**config.mk**
```make
export PLATFORM = sky130hd
export DESIGN_NAME = i2c_dual_addr_slave
export DESIGN_NICKNAME = d
export VERILOG_FILES = /design/src/rtl/dasl_pkg.sv /design/src/rtl/dasl_line_sync.sv /design/src/rtl/dasl_regs.sv /design/src/rtl/dasl_addr_rx.sv /design/src/rtl/i2c_dual_addr_slave.sv
export SDC_FILE = /design/constraint.sdc
export NUM_CORES = 1
export LEC_CHECK = 0
export BUFFER_PORTS_ARGS = -buffer_cell sky130_fd_sc_hd__buf_2
export CAP_MARGIN = 30
export CELL_PAD_IN_SITES_DETAIL_PLACEMENT = 1
export CELL_PAD_IN_SITES_GLOBAL_PLACEMENT = 2
export CORE_MARGIN = 5
export CORE_UTILIZATION = 38
export CTS_CLUSTER_SIZE = 24
export DETAILED_ROUTE_END_ITERATION = 8
export HOLD_SLACK_MARGIN = 0.06
export PLACE_DENSITY = 0.79
export SLEW_MARGIN = 20
export SYNTH_ARGS = -nofsm -noshare
export SYNTH_HDL_FRONTEND = slang
export SYNTH_HIERARCHICAL = 1
export SYNTH_SLANG_ARGS = --single-unit
```
**constraint.sdc**
```tcl
create_clock -name clk -period 2.7 [get_ports clk]
set_input_delay 0.54 -clock clk [delete_from_list [all_inputs] [get_ports clk]]
set_output_delay 0.54 -clock clk [all_outputs]
set_load 0.01 [all_outputs]
```
**src/rtl/dasl_pkg.sv**
```systemverilog
package dasl_pkg;
  localparam int WORD_W = 8;
  localparam int ADR_W  = WORD_W - 1;
  localparam int RA_W   = 2;
  localparam int CNT_W  = $clog2(WORD_W);

  localparam logic [RA_W-1:0] RA_ADR0   = 2'd0;
  localparam logic [RA_W-1:0] RA_SHARED = 2'd1;
  localparam logic [RA_W-1:0] RA_CTRL   = 2'd2;

  localparam logic [WORD_W-1:0] ADR0_RST = 8'h00;
  localparam logic [WORD_W-1:0] ADR1_RST = 8'h01;

  typedef enum logic [2:0] {
    ST_IDLE,
    ST_SHIFT,
    ST_ACK_WAIT,
    ST_ACK_DRIVE,
    ST_SKIP
  } rx_state_t;
endpackage

```
**src/rtl/dasl_line_sync.sv**
```systemverilog
module dasl_line_sync #(
  parameter int STAGES = 2
) (
  input  logic clk,
  input  logic rst_n,
  input  logic scl_i,
  input  logic sda_i,
  output logic sda_s,
  output logic scl_rise,
  output logic scl_fall,
  output logic start_det,
  output logic stop_det
);
  logic [STAGES-1:0] scl_pipe, sda_pipe;
  logic scl_q, sda_q, scl_s;

  always_ff @(posedge clk or negedge rst_n) begin
    if (!rst_n) begin
      scl_pipe <= '1;
      sda_pipe <= '1;
      scl_q    <= 1'b1;
      sda_q    <= 1'b1;
    end else begin
      scl_pipe <= {scl_pipe[STAGES-2:0], scl_i};
      sda_pipe <= {sda_pipe[STAGES-2:0], sda_i};
      scl_q    <= scl_pipe[STAGES-1];
      sda_q    <= sda_pipe[STAGES-1];
    end
  end

  assign scl_s     = scl_pipe[STAGES-1];
  assign sda_s     = sda_pipe[STAGES-1];
  assign scl_rise  = scl_s & ~scl_q;
  assign scl_fall  = ~scl_s & scl_q;
  // SDA moving while SCL stays high marks bus conditions
  assign start_det = scl_s & scl_q & sda_q & ~sda_s;
  assign stop_det  = scl_s & scl_q & ~sda_q & sda_s;
endmodule

```
**src/rtl/dasl_regs.sv**
```systemverilog
module dasl_regs
  import dasl_pkg::*;
(
  input  logic              clk,
  input  logic              rst_n,
  input  logic [RA_W-1:0]   reg_addr,
  input  logic              reg_we,
  input  logic [WORD_W-1:0] reg_wdata,
  output logic [WORD_W-1:0] reg_rdata,
  input  logic              cap_we,
  input  logic [WORD_W-1:0] cap_byte,
  output logic              en,
  output logic [WORD_W-1:0] adr0,
  output logic [WORD_W-1:0] adr1
);
  logic [WORD_W-1:0] data_q;

  always_ff @(posedge clk or negedge rst_n) begin
    if (!rst_n) begin
      adr0   <= ADR0_RST;
      adr1   <= ADR1_RST;
      en     <= 1'b0;
      data_q <= '0;
    end else begin
      if (reg_we) begin
        case (reg_addr)
          RA_ADR0:   adr0 <= reg_wdata;
          RA_SHARED: begin
            if (!en) adr1   <= reg_wdata;
            else     data_q <= reg_wdata;
          end
          RA_CTRL:   en <= reg_wdata[0];
          default:   ;
        endcase
      end
      // a captured address byte takes precedence over software
      if (cap_we) data_q <= cap_byte;
    end
  end

  always_comb begin
    case (reg_addr)
      RA_ADR0:   reg_rdata = adr0;
      RA_SHARED: reg_rdata = en ? data_q : adr1;
      RA_CTRL:   reg_rdata = {{(WORD_W-1){1'b0}}, en};
      default:   reg_rdata = '0;
    endcase
  end
endmodule

```
**src/rtl/dasl_addr_rx.sv**
```systemverilog
module dasl_addr_rx
  import dasl_pkg::*;
(
  input  logic              clk,
  input  logic              rst_n,
  input  logic              en,
  input  logic              scl_rise,
  input  logic              scl_fall,
  input  logic              sda_s,
  input  logic              start_det,
  input  logic              stop_det,
  input  logic [WORD_W-1:0] adr0,
  input  logic [WORD_W-1:0] adr1,
  output logic              sda_oe,
  output logic              match_valid,
  output logic              match_second,
  output logic              match_rw,
  output logic              cap_we,
  output logic [WORD_W-1:0] cap_byte
);
  rx_state_t         state;
  logic [CNT_W-1:0]  cnt;
  logic [WORD_W-1:0] shreg;
  logic [WORD_W-1:0] byte_next;
  logic              hit0, hit1;

  assign byte_next = {shreg[WORD_W-2:0], sda_s};
  // a set format bit masks its own address
  assign hit0 = (byte_next[WORD_W-1:1] == adr0[WORD_W-1:1]) & ~adr0[0];
  assign hit1 = (byte_next[WORD_W-1:1] == adr1[WORD_W-1:1]) & ~adr1[0];

  always_ff @(posedge clk or negedge rst_n) begin
    if (!rst_n) begin
      state        <= ST_IDLE;
      cnt          <= '0;
      shreg        <= '0;
      sda_oe       <= 1'b0;
      match_valid  <= 1'b0;
      match_second <= 1'b0;
      match_rw     <= 1'b0;
    end else if (!en) begin
      state       <= ST_IDLE;
      sda_oe      <= 1'b0;
      match_valid <= 1'b0;
    end else begin
      match_valid <= 1'b0;
      if (stop_det) begin
        state  <= ST_IDLE;
        sda_oe <= 1'b0;
      end else if (start_det) begin
        state  <= ST_SHIFT;
        cnt    <= '0;
        sda_oe <= 1'b0;
      end else begin
        case (state)
          ST_SHIFT: if (scl_rise) begin
            shreg <= byte_next;
            if (cnt == CNT_W'(WORD_W - 1)) begin
              if (hit0 | hit1) begin
                state        <= ST_ACK_WAIT;
                match_valid  <= 1'b1;
                match_second <= ~hit0;
                match_rw     <= byte_next[0];
              end else begin
                state <= ST_SKIP;
              end
            end else begin
              cnt <= cnt + 1'b1;
            end
          end
          ST_ACK_WAIT: if (scl_fall) begin
            sda_oe <= 1'b1;
            state  <= ST_ACK_DRIVE;
          end
          ST_ACK_DRIVE: if (scl_fall) begin
            sda_oe <= 1'b0;
            state  <= ST_SKIP;
          end
          default: ;
        endcase
      end
    end
  end

  assign cap_we   = match_valid;
  assign cap_byte = shreg;
endmodule

```
**src/rtl/i2c_dual_addr_slave.sv**
```systemverilog
module i2c_dual_addr_slave
  import dasl_pkg::*;
#(
  parameter int SYNC_STAGES = 2
) (
  input  logic              clk,
  input  logic              rst_n,
  input  logic              scl_i,
  input  logic              sda_i,
  output logic              sda_oe,
  input  logic [RA_W-1:0]   reg_addr,
  input  logic              reg_we,
  input  logic [WORD_W-1:0] reg_wdata,
  output logic [WORD_W-1:0] reg_rdata,
  output logic              match_valid,
  output logic              match_second,
  output logic              match_rw
);
  logic              sda_s_w, scl_rise_w, scl_fall_w, start_w, stop_w;
  logic              en_w, cap_we_w;
  logic [WORD_W-1:0] adr0_w, adr1_w, cap_byte_w;

  dasl_line_sync #(.STAGES(SYNC_STAGES)) u_sync (
    .clk       (clk),
    .rst_n     (rst_n),
    .scl_i     (scl_i),
    .sda_i     (sda_i),
    .sda_s     (sda_s_w),
    .scl_rise  (scl_rise_w),
    .scl_fall  (scl_fall_w),
    .start_det (start_w),
    .stop_det  (stop_w)
  );

  dasl_regs u_regs (
    .clk       (clk),
    .rst_n     (rst_n),
    .reg_addr  (reg_addr),
    .reg_we    (reg_we),
    .reg_wdata (reg_wdata),
    .reg_rdata (reg_rdata),
    .cap_we    (cap_we_w),
    .cap_byte  (cap_byte_w),
    .en        (en_w),
    .adr0      (adr0_w),
    .adr1      (adr1_w)
  );

  dasl_addr_rx u_rx (
    .clk          (clk),
    .rst_n        (rst_n),
    .en           (en_w),
    .scl_rise     (scl_rise_w),
    .scl_fall     (scl_fall_w),
    .sda_s        (sda_s_w),
    .start_det    (start_w),
    .stop_det     (stop_w),
    .adr0         (adr0_w),
    .adr1         (adr1_w),
    .sda_oe       (sda_oe),
    .match_valid  (match_valid),
    .match_second (match_second),
    .match_rw     (match_rw),
    .cap_we       (cap_we_w),
    .cap_byte     (cap_byte_w)
  );
endmodule

```
# After elaboration in Yosys (flattened, before gate mapping)
# Cells that the tools add are included.
dict set report totals {
  elab_cells 98
  inputBits 15
  output_inout_bits 12
  ff_bits 49
}
dict set report classes {
  eq_ne 15
  reduce_logical 15
  n_addsub 1
  muxes 32
  n_bitwise 20
}
# op n
set op_table {}
lappend op_table {{8-bit two-way mux} 5}
lappend op_table {{3-bit two-way mux} 12}
lappend op_table {{8-bit one-hot mux with 3 select lines} 1}
lappend op_table {{5-bit != test, second input constant} 3}
lappend op_table {{5-bit AND reduction} 3}
lappend op_table {{7-bit equality test} 2}
lappend op_table {{1-bit two-way mux} 12}
lappend op_table {{1-bit inverter} 10}
lappend op_table {{2-bit nonzero test} 5}
lappend op_table {{1-bit AND} 9}
lappend op_table {{3-bit one-hot mux with 3 select lines} 1}
lappend op_table {{3-bit AND reduction} 3}
lappend op_table {{7-bit AND reduction} 1}
lappend op_table {{3-bit by 2-bit equality test with 1-bit output, second input constant} 2}
lappend op_table {{6-bit by 3-bit != test with 1-bit output, second input constant} 1}
lappend op_table {{5-bit by 3-bit != test with 1-bit output, second input constant} 1}
lappend op_table {{5-bit by 4-bit != test with 1-bit output, second input constant} 1}
lappend op_table {{2-bit AND reduction} 2}
lappend op_table {{3-bit by 1-bit adder with 3-bit output, second input constant} 1}
lappend op_table {{3-bit by 1-bit equality test with 1-bit output, second input constant} 1}
lappend op_table {{3-bit equality test, second input constant} 1}
lappend op_table {{2-bit by 1-bit equality test with 1-bit output, second input constant} 1}
lappend op_table {{2-bit equality test, second input constant} 1}
lappend op_table {{2-bit logical NOT} 1}
lappend op_table {{3 further kinds} 3}

# Longest topological paths before layout
dict set report depth {
  word_depth 10
  mapped_depth 8
  depth_no_buf 7
}

# Modules after synthesis
# The synthesis kept the hierarchy.
# module cells_each area_each_um2 instances seq_area_each_um2
set by_module_without_submodules {}
lappend by_module_without_submodules {dasl_regs 104 1244.9 1 626.9}
lappend by_module_without_submodules {dasl_addr_rx 108 1017.2 1 450.4}
lappend by_module_without_submodules {dasl_line_sync 10 190.2 1 157.7}

# Worst setup path after synthesis
# OpenSTA, ideal clock, no wires.
dict set report synth_path {
  kind {reg2reg}
  start {register u_sync.sda_q}
  end {register u_rx.match_rw}
  setup_slack_ns 0.659
  setup_time_ns 0.125
  stages_incl_launch_ff 8
  synth_period_minus_slack_ns 2.041
  path_buffers 1
  arrival_time_ns 1.916
  required_time_ns 2.575
  path_cell_list {dfstp_2 and4b_1 nand2b_4 or2_1 buf_6 nor4_4 o211a_1 mux2_2}
}
dict set report synth_via {
  elab_chain_len 5
  elab_cells_between_ends 8
  classes_between {7 x bitwise; 1 x reduce/logical}
}
# element line
set synth_rtl {}
lappend synth_rtl {{start, declared} dasl_line_sync.sv:15} ;# logic scl_q, sda_q, scl_s;
lappend synth_rtl {{start signal, assigned} dasl_line_sync.sv:27} ;# sda_q <= sda_pipe[STAGES-1];
lappend synth_rtl {{1-bit inverter} dasl_line_sync.sv:37} ;# assign stop_det = scl_s & scl_q & ~sda_q & sda_s;
lappend synth_rtl {{1-bit AND (2 in a row)} dasl_line_sync.sv:37}
lappend synth_rtl {{named net stop_w} i2c_dual_addr_slave.sv:19} ;# logic sda_s_w, scl_rise_w, scl_fall_w, start_w, stop_w;
lappend synth_rtl {{1-bit inverter (no source line)} n/a}
lappend synth_rtl {{7-bit AND reduction (no source line)} n/a}
lappend synth_rtl {{end signal, assigned} dasl_addr_rx.sv:63} ;# match_rw <= byte_next[0];
lappend synth_rtl {{end, declared} dasl_addr_rx.sv:17} ;# output logic match_rw,
# The timed path passes the listed nets, and every way through them passes these cells.
# A chain may end at the register's enable or synchronous reset.

# Final worst setup path
# Same ends and word-level chain as after synthesis.

==> metrics <==
clk buf depth 2; Max VDD drop 309 uV; Avg WL per Cell 16.9 um; Critical R2R Capture u_rx/match_rw; total number of vias 1,710; FFs w/ async S/R, synth 1.00; Initial Util 0.388; Post-Route WL 5.56 mm; Worst Tran Pin Value 0.668 ns; Worst Slack Setup Final 0.572 ns; fmax 470 MHz; routability cong. 0.727; Place WS 0.502 ns; clk_skew 0.0107 ns; Post-CTS Setup Bufs 0; Ports 27; largest family of logic cells by synthesized area simple AND/OR/NAND/NOR gates; diodes inserted 0; Die Span Y 90.3 um; Req. time, crit path 2.89 ns; Critical Path Sink Type flop; largest net degree at the start of global routing 50; Final Hold Fails 0; unrepaired setup endpoints after global routing no; Synth top area share 0.429; Power Dens Cells 642 mW/mm^2; Post-Synth XOR/XNOR Area 0.0500; Final Slew Violations 0; cts bufs inserted 5; Cell Area, Synth 0.00245 mm^2; setup TNS 0 ns; clk sink count 49; Post-synth EDFFs 0; #FFs+latches synth 49; Worst R2R Setup Slack 0.57 ns; headroom to the max-slew limit 0.553; chip width 90.3 um; core box area 0.00631 mm^2; GRT overflow 0; area leader, netlist dfrtp_1; Post-Synth Adder-Cell Area 0.0102; Crit Path Max Fanout 7; root buffer cell clkbuf_8; dominant cells by area after synthesis dfrtp_1 43%, mux2_2 8.3%, dfstp_2 7.5%; drt drc 0; Seq/Total Area, Yosys 0.504; die area 0.00816 mm^2; final core utilization 0.435; row cnt 29; Synthesized Nets 239; placed cells 321; IO Port Bufs 26; post-CTS resize count 0; synthesized netlist cell count 222; Worst-path clk slew 0.09 ns; RR Startpoint u_sync/sda_q; final net count 268; layout cells sized above 1 0.278; Worst Hold Class input port to async pin; multiplexer share of the synthesized area 0.144; initial antenna violation count 0; worst skew pair latency 0.30 ns; DP Wirelength 4.02 mm; hold buffers post-CTS 0; global-route wire length before repair 9.62 mm; path type of the worst setup path flop to flop; post-synthesis compound-gate area fraction 0.0908; mean cell area of the mapped netlist 11.0 um^2; # setup viols final 0; Synth Area in Simple Gates 0.169; vias in the first global route 1,879; non-filler instance count after layout 329; overall power 1.76 mW; Routed Antenna Nets 0; Initial DRC Count 59; crit path DAT 2.31 ns; Max-Cap Viols 0; post-synth cell types 41; yosys warns 6; Register-to-Register Path Depth 6; ys flop type dfrtp_1; fin crit share 0.788; Layout area overhead 12.0%; minimum clock period 2.13 ns; Via density 5.20; gr usage total 0.147; status finished clean; H-tree depth 2; CP Launch Type flop; Leak Pwr 1.26 nW; CTS tree built; drt pass-1 iters 4
## layer usage
metal	up-vias	global-route usage	share of wire
li1	835	-	-
met4	0	0.0509	0.016
met1	842	0.201	0.48
met3	8	0.0308	0.028
met5	-	0	0
met2	25	0.229	0.47
## layout by cell type (no fill, tap or decap), types with 2 or more instances in the layout
| cell type | count |
|---|---|
| nor3_1 | 2 |
| nand4_1 | 2 |
| inv_1 | 2 |
| xnor2_1 | 12 |
| xor2_1 | 2 |
| dfstp_2 | 7 |
| nor2_1 | 12 |
| buf_4 | 5 |
| ha_1 | 2 |
| mux2i_1 | 15 |
| nor4_1 | 2 |
| a22oi_1 | 2 |
| and4b_1 | 2 |
| mux2_2 | 18 |
| dfrtp_1 | 42 |
| nor2b_1 | 4 |
| a211oi_1 | 8 |
| clkinv_2 | 2 |
| nand3_1 | 2 |
| buf_2 | 26 |
| nand2_1 | 41 |
| o21ai_0 | 14 |
| a31oi_1 | 3 |
| clkbuf_8 | 5 |
| a21oi_1 | 2 |
## synth_stat cells (2+ instances only)
master     n
buf_4      2
nand4_1    2
a31oi_1    3
nor4_1     2
inv_1      2
buf_6      3
nor2_1    12
nand2_1   41
ha_1       2
mux2i_1   15
nand3_1    2
nor2b_1    4
dfrtp_1   42
buf_1      2
a22oi_1    2
buf_2      3
xor2_1     2
nor3_1     2
a211oi_1   8
xnor2_1   12
dfstp_2    7
a21oi_1    2
o21ai_0   14
and4b_1    2
mux2_2    18
## layout make-up
class	instances	area [um^2]
sequential	49	1230
multi-input combinational	161	1140
inverter	2	7.51
timing repair buffer	32	188
fill	735	3570
tap	77	96.3
clock buffer	6	72.6
clock inverter	2	10.0
## metrics by stage
step | hold slack [ns] | instance area [um^2]
5_1_grt | 0.215 | 2750
6_report | 0.211 | 2750
3_3_place_gp | 0.347 | 2670
4_1_cts | 0.214 | 2750
3_5_place_dp | 0.350 | 2670
2_1_floorplan | 0.244 | 2450
## state kept, by name (all words and copies together), names as in the netlist, 2 cells and up
signal,count
u_rx/cap_byte,8
u_sync/scl_pipe,2
u_regs/data_q,8
u_sync/sda_pipe,2
u_rx/cnt,3
u_regs/adr1,8
u_regs/adr0,8
u_rx/state,3
## cell families (layout without fill, tap and decap cells)
group,after synthesis,after routing
AOI/OAI and AO/OA,35,35
xor gates and xnor gates,14,14
buffers and inverters,12,42
adders and majority gates,2,2
muxes,33,33
and+or+nand+nor,77,77
DFF,49,49
## worst max-delay path: stages (launching register included)
cell and delay, ns:
dfstp_2 0.53, and4b_1 0.18, nand2b_4 0.16, or2_1 0.33
nor4_4 0.26, o211a_1 0.22, mux2_2 0.33
## power breakdown
group	switching [mW]	total [mW]	internal [mW]	leakage [nW]
combinational	0.185	0.387	0.203	0.622
sequential	0.0999	0.960	0.860	0.590
clock	0.237	0.418	0.180	0.0450
## how the worst max path moves through the flow
stage | slack, ns | startpoint | end
after detailed placement | 0.50 | reg_addr[0] | u_regs/adr1[3]
after global routing | 0.44 | u_sync/sda_q | u_rx/match_rw
after CTS | 0.56 | u_sync/sda_q | u_rx/match_rw
after global placement | 0.58 | reg_addr[0] | u_regs/adr1[6]
final | 0.57 | u_sync/sda_q | u_rx/match_rw
after floorplan | 0.66 | u_sync/sda_q | u_rx/match_rw
(Power assumes the default switching activity.)
